File: src/rtl/dacwr_pkg.sv
// Shared types and helpers for the DAC write controller.
// Assumes timing limits are given in whole nanoseconds.
package dacwr_pkg;

    typedef enum logic [1:0] {
        OP_STAGE  = 2'd0,
        OP_UPDATE = 2'd1,
        OP_TRANSP = 2'd2,
        OP_CLEAR  = 2'd3
    } dac_op_e;

    typedef enum logic [1:0] {
        ST_IDLE   = 2'd0,
        ST_SETUP  = 2'd1,
        ST_STROBE = 2'd2,
        ST_HOLD   = 2'd3
    } seq_state_e;

    // Round a nanosecond limit up to whole cycles, never below one.
    function automatic int unsigned ns_to_cyc(input int unsigned ns, input int unsigned period_ns);
        int unsigned c;
        c = (ns + period_ns - 1) / period_ns;
        return (c == 0) ? 1 : c;
    endfunction

    function automatic int unsigned max2(input int unsigned a, input int unsigned b);
        return (a > b) ? a : b;
    endfunction

    // Operations that move a code over the bus with the write strobe.
    function automatic logic op_writes(input dac_op_e op);
        return (op == OP_STAGE) || (op == OP_TRANSP);
    endfunction

    // Operations that raise the load strobe.
    function automatic logic op_loads(input dac_op_e op);
        return (op == OP_UPDATE) || (op == OP_TRANSP);
    endfunction

endpackage

File: src/rtl/dacwr_limits.sv
// Selects the setup and pulse cycle counts for the latched supply range.
// Assumes sel_low is held stable for the whole operation.
module dacwr_limits #(
    parameter int unsigned CNT_W        = 2,
    parameter int unsigned HI_SETUP_CYC = 1,
    parameter int unsigned HI_PULSE_CYC = 1,
    parameter int unsigned LO_SETUP_CYC = 2,
    parameter int unsigned LO_PULSE_CYC = 2
) (
    input  logic             sel_low,
    output logic [CNT_W-1:0] setup_cyc,
    output logic [CNT_W-1:0] pulse_cyc
);

    // Pick the active limit set.
    always_comb begin
        setup_cyc = sel_low ? CNT_W'(LO_SETUP_CYC) : CNT_W'(HI_SETUP_CYC);
        pulse_cyc = sel_low ? CNT_W'(LO_PULSE_CYC) : CNT_W'(HI_PULSE_CYC);
    end

endmodule

File: src/rtl/dacwr_seq.sv
// Operation sequencer: takes one request while idle, then walks the
// setup, strobe and hold phases, timing each with a cycle counter.
// Exposes next-state values so the pin stage can register its outputs
// in step with the state register. Assumes setup_cyc/pulse_cyc >= 1.
module dacwr_seq
    import dacwr_pkg::*;
#(
    parameter int unsigned CNT_W = 2
) (
    input  logic             clk,
    input  logic             rst_n,
    input  logic             req_valid,
    input  dac_op_e          req_op,
    input  logic             cfg_low_supply,
    input  logic [CNT_W-1:0] setup_cyc,
    input  logic [CNT_W-1:0] pulse_cyc,
    output logic             accept,
    output seq_state_e       state_q,
    output seq_state_e       state_d,
    output dac_op_e          op_d,
    output logic             sel_low_q
);

    logic [CNT_W-1:0] cnt_q, cnt_d;
    dac_op_e          op_q;
    logic             sel_low_d;

    // Next-state, phase counter and request capture decisions.
    always_comb begin
        state_d   = state_q;
        cnt_d     = cnt_q + CNT_W'(1);
        op_d      = op_q;
        sel_low_d = sel_low_q;
        accept    = 1'b0;
        case (state_q)
            ST_IDLE: begin
                cnt_d = '0;
                if (req_valid) begin
                    accept    = 1'b1;
                    op_d      = req_op;
                    sel_low_d = cfg_low_supply;
                    state_d   = op_writes(req_op) ? ST_SETUP : ST_STROBE;
                end
            end
            ST_SETUP: begin
                if (cnt_q + CNT_W'(1) == setup_cyc) begin
                    state_d = ST_STROBE;
                    cnt_d   = '0;
                end
            end
            ST_STROBE: begin
                if (cnt_q + CNT_W'(1) == pulse_cyc) begin
                    state_d = op_writes(op_q) ? ST_HOLD : ST_IDLE;
                    cnt_d   = '0;
                end
            end
            default: begin
                state_d = ST_IDLE;
                cnt_d   = '0;
            end
        endcase
    end

    // State, counter and latched request fields.
    always_ff @(posedge clk) begin
        if (!rst_n) begin
            state_q   <= ST_IDLE;
            cnt_q     <= '0;
            op_q      <= OP_STAGE;
            sel_low_q <= 1'b0;
        end else begin
            state_q   <= state_d;
            cnt_q     <= cnt_d;
            op_q      <= op_d;
            sel_low_q <= sel_low_d;
        end
    end

endmodule

File: src/rtl/dacwr_drive.sv
// Pin stage: registers the data bus and the three DAC control lines
// from the sequencer's next state, so no pin is driven by a decode.
// Assumes op_d equals the new operation in the accepting cycle.
module dacwr_drive
    import dacwr_pkg::*;
#(
    parameter int unsigned CODE_W = 16
) (
    input  logic              clk,
    input  logic              rst_n,
    input  logic              accept,
    input  logic [CODE_W-1:0] req_code,
    input  seq_state_e        state_d,
    input  dac_op_e           op_d,
    output logic [CODE_W-1:0] dac_data,
    output logic              dac_wr_n,
    output logic              dac_ldac,
    output logic              dac_clr_n
);

    logic strobe_phase;

    // The strobes are active only in the strobe phase.
    always_comb strobe_phase = (state_d == ST_STROBE);

    // Bus register: takes a new code only when a write operation is accepted.
    always_ff @(posedge clk) begin
        if (!rst_n) begin
            dac_data <= '0;
        end else if (accept && op_writes(op_d)) begin
            dac_data <= req_code;
        end
    end

    // Control-line registers, decoded per operation.
    always_ff @(posedge clk) begin
        if (!rst_n) begin
            dac_wr_n  <= 1'b1;
            dac_ldac  <= 1'b0;
            dac_clr_n <= 1'b1;
        end else begin
            dac_wr_n  <= !(strobe_phase && op_writes(op_d));
            dac_ldac  <= strobe_phase && op_loads(op_d);
            dac_clr_n <= !(strobe_phase && (op_d == OP_CLEAR));
        end
    end

endmodule

File: src/rtl/dacwr_ctrl.sv
// Top of the double-buffered DAC write controller. Converts nanosecond
// limits into cycle counts and joins the sequencer, the limit selector
// and the pin stage. Assumes clk runs at CLK_PERIOD_NS.
module dacwr_ctrl
    import dacwr_pkg::*;
#(
    parameter int unsigned CODE_W        = 16,
    parameter int unsigned CLK_PERIOD_NS = 20,
    parameter int unsigned HI_SETUP_NS   = 20,
    parameter int unsigned HI_PULSE_NS   = 20,
    parameter int unsigned LO_SETUP_NS   = 35,
    parameter int unsigned LO_PULSE_NS   = 35
) (
    input  logic              clk,
    input  logic              rst_n,
    input  logic              req_valid,
    input  logic [1:0]        req_mode,
    input  logic [CODE_W-1:0] req_code,
    input  logic              cfg_low_supply,
    output logic              busy,
    output logic [CODE_W-1:0] dac_data,
    output logic              dac_wr_n,
    output logic              dac_ldac,
    output logic              dac_clr_n
);

    localparam int unsigned HI_SETUP_CYC = ns_to_cyc(HI_SETUP_NS, CLK_PERIOD_NS);
    localparam int unsigned HI_PULSE_CYC = ns_to_cyc(HI_PULSE_NS, CLK_PERIOD_NS);
    localparam int unsigned LO_SETUP_CYC = ns_to_cyc(LO_SETUP_NS, CLK_PERIOD_NS);
    localparam int unsigned LO_PULSE_CYC = ns_to_cyc(LO_PULSE_NS, CLK_PERIOD_NS);
    localparam int unsigned MAX_CYC      = max2(max2(HI_SETUP_CYC, HI_PULSE_CYC),
                                                max2(LO_SETUP_CYC, LO_PULSE_CYC));
    localparam int unsigned CNT_W        = $clog2(MAX_CYC + 1);

    logic             accept;
    seq_state_e       state_q, state_d;
    dac_op_e          op_d;
    logic             sel_low_q;
    logic [CNT_W-1:0] setup_cyc, pulse_cyc;

    dacwr_limits #(
        .CNT_W        (CNT_W),
        .HI_SETUP_CYC (HI_SETUP_CYC),
        .HI_PULSE_CYC (HI_PULSE_CYC),
        .LO_SETUP_CYC (LO_SETUP_CYC),
        .LO_PULSE_CYC (LO_PULSE_CYC)
    ) limits_i (
        .sel_low   (sel_low_q),
        .setup_cyc (setup_cyc),
        .pulse_cyc (pulse_cyc)
    );

    dacwr_seq #(.CNT_W(CNT_W)) seq_i (
        .clk            (clk),
        .rst_n          (rst_n),
        .req_valid      (req_valid),
        .req_op         (dac_op_e'(req_mode)),
        .cfg_low_supply (cfg_low_supply),
        .setup_cyc      (setup_cyc),
        .pulse_cyc      (pulse_cyc),
        .accept         (accept),
        .state_q        (state_q),
        .state_d        (state_d),
        .op_d           (op_d),
        .sel_low_q      (sel_low_q)
    );

    dacwr_drive #(.CODE_W(CODE_W)) drive_i (
        .clk       (clk),
        .rst_n     (rst_n),
        .accept    (accept),
        .req_code  (req_code),
        .state_d   (state_d),
        .op_d      (op_d),
        .dac_data  (dac_data),
        .dac_wr_n  (dac_wr_n),
        .dac_ldac  (dac_ldac),
        .dac_clr_n (dac_clr_n)
    );

    // Busy covers every non-idle phase, including the data hold cycle.
    always_comb busy = (state_q != ST_IDLE);

endmodule

File: config.mk
export PLATFORM = sky130hd
export DESIGN_NAME = dacwr_ctrl
export DESIGN_NICKNAME = d
export VERILOG_FILES = /design/src/rtl/dacwr_pkg.sv /design/src/rtl/dacwr_limits.sv /design/src/rtl/dacwr_seq.sv /design/src/rtl/dacwr_drive.sv /design/src/rtl/dacwr_ctrl.sv
export SDC_FILE = /design/constraint.sdc
export NUM_CORES = 1
export LEC_CHECK = 0
export CORE_ASPECT_RATIO = 1.5
export CORE_MARGIN = 5
export CORE_UTILIZATION = 47
export DETAILED_ROUTE_END_ITERATION = 8
export HOLD_SLACK_MARGIN = 0.05
export PLACE_DENSITY = 0.84
export SETUP_SLACK_MARGIN = 0.4
export SYNTH_ARGS = -nofsm -noshare
export SYNTH_HDL_FRONTEND = slang
export SYNTH_SLANG_ARGS = --single-unit
File: constraint.sdc
create_clock -name clk -period 3.5 [get_ports clk]
set_input_delay 1.05 -clock clk [delete_from_list [all_inputs] [get_ports clk]]
set_output_delay 1.05 -clock clk [all_outputs]
set_load 0.1 [all_outputs]
==> reports/metrics.csv, run 1 <==
metric,value,unit
outcome,finished clean,
place_hpwl,2010,um
grt_max_degree,22,
hp-class,reg2reg,
core_area,0.00242,mm2
crit_type,in2reg,
min_period_over_period,0.829,
place_area,0.00153,mm2
grt.total_usage,0.145,
fin_area,0.00155,mm2
place.gp.congestion,0.756,
cts_htree_levels,1,
final.setup_skew,0.00102,ns
synth-seq-cells,26,
numCtsBuffers,3,
die_area,0.00359,mm2
worst_pin_slew,0.359,ns
critPathCaptureType,flip-flop,
synthesis.area,0.00116,mm2
rows,22,
cts.sink_count,26,
ant_nets,0,
wl_per_cell,13.2,um
fillCellCount,222,
postCtsSetupBuffers,0,
antenna_found_initial,0,
final-hold-violation-count,0,
clk_pin_slew_worst_paths,0.12,ns
irDropWorstVdd,0.000710,V
startpoint_type,primary input,
cp_max_fo,16,
final.min_clock_period,2.90,ns
cap_violations,0,
die_x,50.6,um
drt_first_iter_violations,16,
seq_area,520,um2
final_cell_count_no_fill,190,
critPathArrivalTime,3.14,ns
drive_gt1_frac,0.187,
root_buffer,clkbuf_4,
crit_slowest_cell,clkdlybuf4s50_1,
setup-violations-final,0,
drt-total-wl,2500,um
crit_family,simple AND/OR/NAND/NOR gates,
pin_count,42,
hold_slack,0.467,ns
final_nets,197,
drcViolationCount,0,
grt.overflow.total,0,
crit_required,3.74,ns
start_util,0.480,
finalSetupTns,0,ns
place_inst,187,
num_vias,964,
max_stage_delay,0.49,ns
drv_slew,0,
via_per_inst,5.07,
place_ws,0.107,ns
powerDensity,837,mW/mm2
fmax,345,MHz
max_slew_margin,0.754,
multiInputGateArea,584,um2
p_leak,0.000657,uW
syn2layout_area_growth,33.2,%
diodes,0,
crit_buf_inv,2,
syn_nets,155,
yosys_warnings,0,
ys_seq_area_frac,0.448,
syn_avg_cell_area,9.23,um2
rsz0062_at_grt,no,
grt_pass1_vias,981,
finalWorstSetupSlack,0.599,ns
tritoncts,built,
grt_pass1_wl,4210,um
syn_inst,126,
insertion_delay,0.31,ns
dr.pass1.iters,2,
clock_path_buffers,2,
path_cells,"clkdlybuf4s50_1, nand2_2, mux2i_1, inv_1, ha_1, nor2_1, or2_2, nand2_1, a21boi_0",
io_buffer_count,41,
synth_cell_types,29,
die_y,70.9,um
## Yosys cell counts
cell type | instances | area share
and3_1 | 1 | 0.0054
nor4b_2 | 1 | 0.013
xor2_1 | 1 | 0.0075
nor2_1 | 3 | 0.0097
dfxtp_1 | 26 | 0.45
a21boi_1 | 10 | 0.065
a21oi_1 | 2 | 0.0086
clkbuf_1 | 2 | 0.0065
nand3b_1 | 1 | 0.0065
mux2_2 | 1 | 0.0097
nor4b_1 | 1 | 0.0075
buf_2 | 1 | 0.0043
inv_1 | 6 | 0.019
nand3_1 | 3 | 0.013
mux2i_1 | 4 | 0.034
nand2_1 | 34 | 0.11
nor3_1 | 1 | 0.0043
xnor2_1 | 1 | 0.0075
and2b_1 | 1 | 0.0065
o21ai_0 | 2 | 0.0086
ha_1 | 7 | 0.075
nand2_2 | 1 | 0.0054
a21boi_0 | 7 | 0.045
nor2b_1 | 3 | 0.016
or2_1 | 1 | 0.0054
a211oi_2 | 1 | 0.011
o31ai_4 | 1 | 0.018
buf_6 | 2 | 0.019
nor2_4 | 1 | 0.0097
## cell type report
type	instances	share of cell area
flip-flops and latches	26	0.336
clock buffers	3	0.0146
well taps	24	0.0194
inverters	6	0.0146
repair buffers	42	0.238
multi-input cells	89	0.378
## layer usage
layer  global-route usage  wire length, um  up-vias
met1                0.157              958      429
met4               0.0597               49        0
met2                0.258             1270       35
met5                    0                0        -
met3               0.0379              219        7
li1                     -                -      493
## registers in the layout, indices dropped and copies added, names as in the netlist
name and count:
drive_i.dac_clr_n 1, drive_i.dac_data 16, drive_i.dac_ldac 1, drive_i.dac_wr_n 1
seq_i.cnt_q 2, seq_i.op_q 2, seq_i.sel_low_q 1, seq_i.state_q 2
## what timing repair did
action / in CTS / in global routing
hold buffers: 0 / 0
setup endpoints to repair: 0 / 16
gates resized for setup: 0 / 1
## tightest hold or removal path, delay by kind of cell (launching register included)
kind             cells  cell delay (ns)
AND/OR/NAND/NOR      1             0.05
flip-flops           1             0.33
AO/OA/AOI/OAI        1             0.05
## final timing paths
check | startpoint | endpoint | slack [ns] | depth (start not counted)
min reg2reg | drive_i.dac_data[9]$_SDFFE_PN0P_ | drive_i.dac_data[9]$_SDFFE_PN0P_ | 0.47 | 2
min | drive_i.dac_data[9]$_SDFFE_PN0P_ | drive_i.dac_data[9]$_SDFFE_PN0P_ | 0.47 | 2
max | req_valid | drive_i.dac_data[2]$_SDFFE_PN0P_ | 0.60 | 9
max reg2reg | seq_i.state_q[1]$_SDFF_PN0_ | drive_i.dac_data[2]$_SDFFE_PN0P_ | 1.08 | 10
## power breakdown
group	internal [uW]	switching, uW
registers	358	41.7
logic	195	582
clock network	40.3	78.1
total	594	702
## cell usage in the layout (no fill, tap or decap), types with 4 or more instances in the layout
cell,n
inv_1,6
mux2i_1,4
a21boi_0,7
nand2_1,34
a21boi_1,10
buf_4,21
dfxtp_1,26
clkdlybuf4s50_1,21
ha_1,7
## through the flow
| stage | total power, uW | utilization |
|---|---|---|
| 4_1_cts | 1310 | 0.639 |
| 2_1_floorplan | 1040 | - |
| 3_3_place_gp | 1170 | 0.630 |
| 6_report | 1300 | 0.639 |
| 3_5_place_dp | 1190 | 0.630 |
| 5_1_grt | 1370 | 0.639 |
## cell families after synthesis
| logic type | share of synthesized area |
|---|---|
| AOI/OAI and AO/OA | 0.156 |
| xor gates and xnor gates | 0.0151 |
| muxes | 0.0441 |
| buffers and inverters | 0.0495 |
| DFF | 0.448 |
| and+or+nand+nor | 0.212 |
| adders and majority gates | 0.0753 |
Power figures use the tool's default switching activity.
==> run 2: changes to the inputs <==
Settings changed: CORE_UTILIZATION 47 to 43, PLACE_DENSITY 0.84 to 0.77.
Clock period 3.5 ns to 3 ns, I/O delays scaled along.
==> reports/metrics.csv, run 2 (synthesis gave the netlist of run 1 again) <==
metric,value,unit
io_buffer_count,41,
powerDensity,1000,mW/mm2
crit_slowest_cell,clkdlybuf4s50_1,
place.gp.congestion,0.770,
rsz0062_at_grt,yes,
hold_slack,0.455,ns
power.switching,848,uW
multiInputGateArea,603,um2
final.min_clock_period,2.54,ns
antenna_found_initial,0,
critPathCaptureType,flip-flop,
die_x,52.5,um
critPathArrivalTime,2.73,ns
path_cells,"clkdlybuf4s50_1, nand2_2, mux2i_2, inv_1, ha_1, nor2_4, or2_1, buf_6, nand2_1, a21boi_1",
die_area,0.00386,mm2
core_area,0.00265,mm2
p_leak,0.000682,uW
clk_pin_slew_worst_paths,0.08,ns
pin_count,42,
ant_nets,0,
worst_pin_slew,0.413,ns
power_frac_seq,0.284,
finalSetupTns,0,ns
tritoncts,built,
largest-register,drive_i.dac_data,
place_hpwl,2000,um
via_per_inst,4.82,
max_stage_delay,0.45,ns
final_common_cell,nand2_1,
hp-class,reg2reg,
drt_first_iter_violations,6,
die_y,73.7,um
startpoint_type,primary input,
cap_violations,0,
crit_required,3.19,ns
p_int,794,uW
grt_pass1_vias,1058,
outcome,finished clean,
place_ws,0.0137,ns
finalWorstSetupSlack,0.461,ns
crit_type,in2reg,
dr.pass1.iters,4,
drcViolationCount,0,
fmax,394,MHz
clock_path_buffers,2,
pwr-share-clk,0.131,
grt.overflow.total,0,
syn2layout_area_growth,41.2,%
wl_per_cell,12.6,um
insertion_delay,0.26,ns
largest_register_ffs,16,
grt.total_usage,0.147,
seq_area,520,um2
drv_slew,0,
final_nets,200,
final-hold-violation-count,0,
setup-violations-final,0,
cp_max_fo,16,
fillCellCount,254,
max_slew_margin,0.721,
p_sw_frac,0.516,
cts_htree_levels,1,
min_period_over_period,0.846,
power_frac_comb,0.585,
r2r_slack,0.75,ns
grt_pass1_wl,4340,um
numCtsBuffers,3,
irDropWorstVdd,0.000802,V
final_cell_mix,"nand2_1, dfxtp_1, buf_4",
drive_gt1_frac,0.224,
rows,23,
num_vias,997,
start_util,0.439,
drt-total-wl,2610,um
final.setup_skew,0.000732,ns
cts.sink_count,26,
diodes,0,
grt_max_degree,21,
root_buffer,clkbuf_8,
run 2: changes by cell type in the layout (fill, tap and decap cells not counted), moves of 2 or more:
cell      previous run  this run
clkbuf_8             0         4
mux2i_2              0         2
buf_4               21        23
clkbuf_4             3         0
mux2i_1              4         2
run 2: path summary, 6_finish.rpt:
kind | from | endpoint | cells past startpoint
min | drive_i.dac_data[5]$_SDFFE_PN0P_ | drive_i.dac_data[5]$_SDFFE_PN0P_ | 2
min reg2reg | drive_i.dac_data[5]$_SDFFE_PN0P_ | drive_i.dac_data[5]$_SDFFE_PN0P_ | 2
max reg2reg | seq_i.state_q[0]$_SDFF_PN0_ | drive_i.dac_data[15]$_SDFFE_PN0P_ | 11
max | req_valid | drive_i.dac_data[15]$_SDFFE_PN0P_ | 10
run 2: power by group through the flow:
stage | Sequential [uW] | Combinational, uW | Clock, uW
floorplan | 833 | 381 | 0
global placement | 472 | 912 | 0
detailed placement | 472 | 928 | 0
CTS | 465 | 946 | 224
global route | 476 | 1020 | 238
finish | 466 | 961 | 215
run 2: through the flow:
step / std cells / total power (uW) / instance area (um2) / util
floorplan: 126 / 1210 / 1160 / -
global placement: 202 / 1380 / 1560 / 0.588
detailed placement: 202 / 1400 / 1560 / 0.588
CTS: 207 / 1640 / 1630 / 0.614
global route: 207 / 1730 / 1640 / 0.620
finish: 207 / 1640 / 1640 / 0.620
run 2: critical path, delay by kind of cell:
family / cells / cell delay (ns)
muxes: 1 / 0.27
AOI/OAI and AO/OA: 1 / 0.15
and+or+nand+nor: 4 / 0.48
buffers and inverters: 3 / 0.71
adders and majority gates: 1 / 0.22
run 2: area by class of cell:
| type | count | area share |
|---|---|---|
| repair buffers | 45 | 0.240 |
| inverters | 6 | 0.0137 |
| flip-flops and latches | 26 | 0.317 |
| well taps | 37 | 0.0282 |
| clock buffers | 4 | 0.0335 |
| multi-input cells | 89 | 0.367 |
run 2: timing repair:
| action | in CTS | in global routing |
|---|---|---|
| setup buffers | 1 | 0 |
| gates resized for setup | 2 | 5 |
| pin swaps | 1 | 0 |
| hold buffers | 0 | 0 |
| setup endpoints to repair | 16 | 16 |
run 2: routing by layer:
| layer | global-route usage | vias to the layer above | wire [um] |
|---|---|---|---|
| met5 | 0 | - | 0 |
| met4 | 0.0597 | 0 | 25 |
| met3 | 0.0304 | 2 | 207 |
| met2 | 0.289 | 31 | 1440 |
| met1 | 0.142 | 463 | 936 |
| li1 | - | 501 | - |
==> run 3: changes to the inputs <==
Settings changed: CORE_UTILIZATION 43 to 39, PLACE_DENSITY 0.77 to 0.74.
Clock period 3 ns to 2.05 ns, I/O delays scaled along.
==> reports/metrics.csv, run 3 (synthesis gave the netlist of run 1 again) <==
metric,value,unit
outcome,finished clean,
hold_slack,0.498,ns
die_y,76.9,um
power.switching,1620,uW
dr.pass1.iters,4,
pwr-share-clk,0.120,
rsz0062_at_grt,yes,
start_util,0.403,
ant_nets,0,
largest-register,drive_i.dac_data,
final.setup_skew,0.00861,ns
reg2reg_to,drive_i.dac_data[10]$_SDFFE_PN0P_,
multiInputGateArea,798,um2
finalWorstSetupSlack,0.0312,ns
root_buffer,clkbuf_8,
grt_pass1_vias,1216,
final.min_clock_period,2.02,ns
grt_pass1_wl,5570,um
startpoint_type,flip-flop,
hold_depth,2,
final-hold-violation-count,0,
seq_area,526,um2
drt_first_iter_violations,26,
pin_count,42,
power_frac_seq,0.206,
drv_slew,0,
critPathCaptureType,flip-flop,
whs_endpoint,drive_i.dac_data[4]$_SDFFE_PN0P_,
crit_type,reg2reg,
io_buffer_count,41,
grt_max_degree,21,
rr_startpoint,seq_i.state_q[1]$_SDFF_PN0_,
core_area,0.00288,mm2
drive_gt1_frac,0.508,
cp_max_fo,8,
powerDensity,1520,mW/mm2
grt.overflow.total,0,
rows,24,
worst_pin_slew,0.473,ns
wl_per_cell,17.7,um
p_int,1940,uW
numCtsBuffers,3,
p_leak,0.000956,uW
fmax,495,MHz
antenna_found_initial,1,
final_nets,223,
hp-class,reg2reg,
crit_required,2.25,ns
drt-total-wl,4120,um
clock_path_buffers,2,
final_cell_mix,"dfxtp_1, buf_12, nand2_1",
setup-violations-final,0,
final_common_cell,dfxtp_1,
syn2layout_area_growth,102,%
min_period_over_period,0.985,
power_frac_comb,0.674,
rr_worst_depth,12,
r2r_slack,0.03,ns
clk_pin_slew_worst_paths,0.10,ns
max_slew_margin,0.680,
fillCellCount,166,
die_area,0.00419,mm2
insertion_delay,0.27,ns
cts.sink_count,26,
via_per_inst,4.97,
cts_htree_levels,1,
num_vias,1157,
place_hpwl,2280,um
grt.total_usage,0.182,
cap_violations,0,
die_x,54.6,um
critPathArrivalTime,2.22,ns
tritoncts,built,
irDropWorstVdd,0.00118,V
place.gp.congestion,0.765,
place_ws,-0.568,ns
largest_register_ffs,16,
holdCritStartpoint,drive_i.dac_data[4]$_SDFFE_PN0P_,
p_sw_frac,0.455,
drcViolationCount,0,
==> run 3: worst max path at each step <==
stage,startpoint,endpoint,slack (ns),depth (start not counted)
floorplan,req_valid,drive_i.dac_data[4]$_SDFFE_PN0P_,0.13,10
global placement,req_valid,drive_i.dac_data[2]$_SDFFE_PN0P_,-0.44,10
detailed placement,req_valid,drive_i.dac_data[0]$_SDFFE_PN0P_,-0.57,9
CTS,seq_i.state_q[0]$_SDFF_PN0_,drive_i.dac_data[6]$_SDFFE_PN0P_,0.16,13
global route,seq_i.state_q[1]$_SDFF_PN0_,drive_i.dac_data[12]$_SDFFE_PN0P_,-0.05,12
finish,seq_i.state_q[1]$_SDFF_PN0_,drive_i.dac_data[10]$_SDFFE_PN0P_,0.03,12
==> run 3: stage by stage <==
step / setup TNS [ns] / total power [uW] / instance area, um2 / std cells / utilization
after floorplan: 0 / 1880 / 1220 / 126 / -
after global placement: -6.89 / 2460 / 1900 / 207 / 0.659
after detailed placement: -8.59 / 2490 / 1900 / 207 / 0.659
after CTS: 0 / 3260 / 2180 / 224 / 0.755
after global routing: -0.117 / 3710 / 2350 / 233 / 0.816
final: 0 / 3560 / 2350 / 233 / 0.816
==> run 3: final cells by class <==
cell class              count  area share
repair buffers             68       0.373
multi-input cells          89       0.340
flip-flops and latches     26       0.224
well taps                  39      0.0208
clock buffers               3      0.0176
clock inverters             1      0.0128
inverters                   6      0.0117
diodes                      1     0.00106
==> run 3: power groups by stage <==
stage / Clock [uW] / Combinational, uW / Sequential [uW]
floorplan: 0 / 654 / 1230
global placement: 0 / 1720 / 738
detailed placement: 0 / 1750 / 741
CTS: 419 / 2110 / 729
global route: 449 / 2510 / 747
finish: 429 / 2400 / 734
==> run 3: worst max-delay path, stage by stage, from the launching register on <==
cell      delay (ns)
dfxtp_4         0.37
inv_4           0.04
ha_4            0.17
nand2_8         0.08
mux2i_4         0.33
ha_4            0.19
nor2_4          0.04
buf_6           0.11
nor2_4          0.12
buf_6           0.13
buf_16          0.13
nand2_2         0.05
a21boi_1        0.16
==> run 3: timing repair <==
item,in CTS,in global routing
setup buffers,12,8
setup endpoints to repair,22,21
cloned,1,0
resized for setup,36,31
pin swaps,16,23
hold buffers,0,0
==> run 3: metal layers <==
metal / track usage / wire [um]
met1: 0.172 / 1380
met2: 0.338 / 2340
met3: 0.0233 / 227
met4: 0.110 / 174
met5: 0 / 0
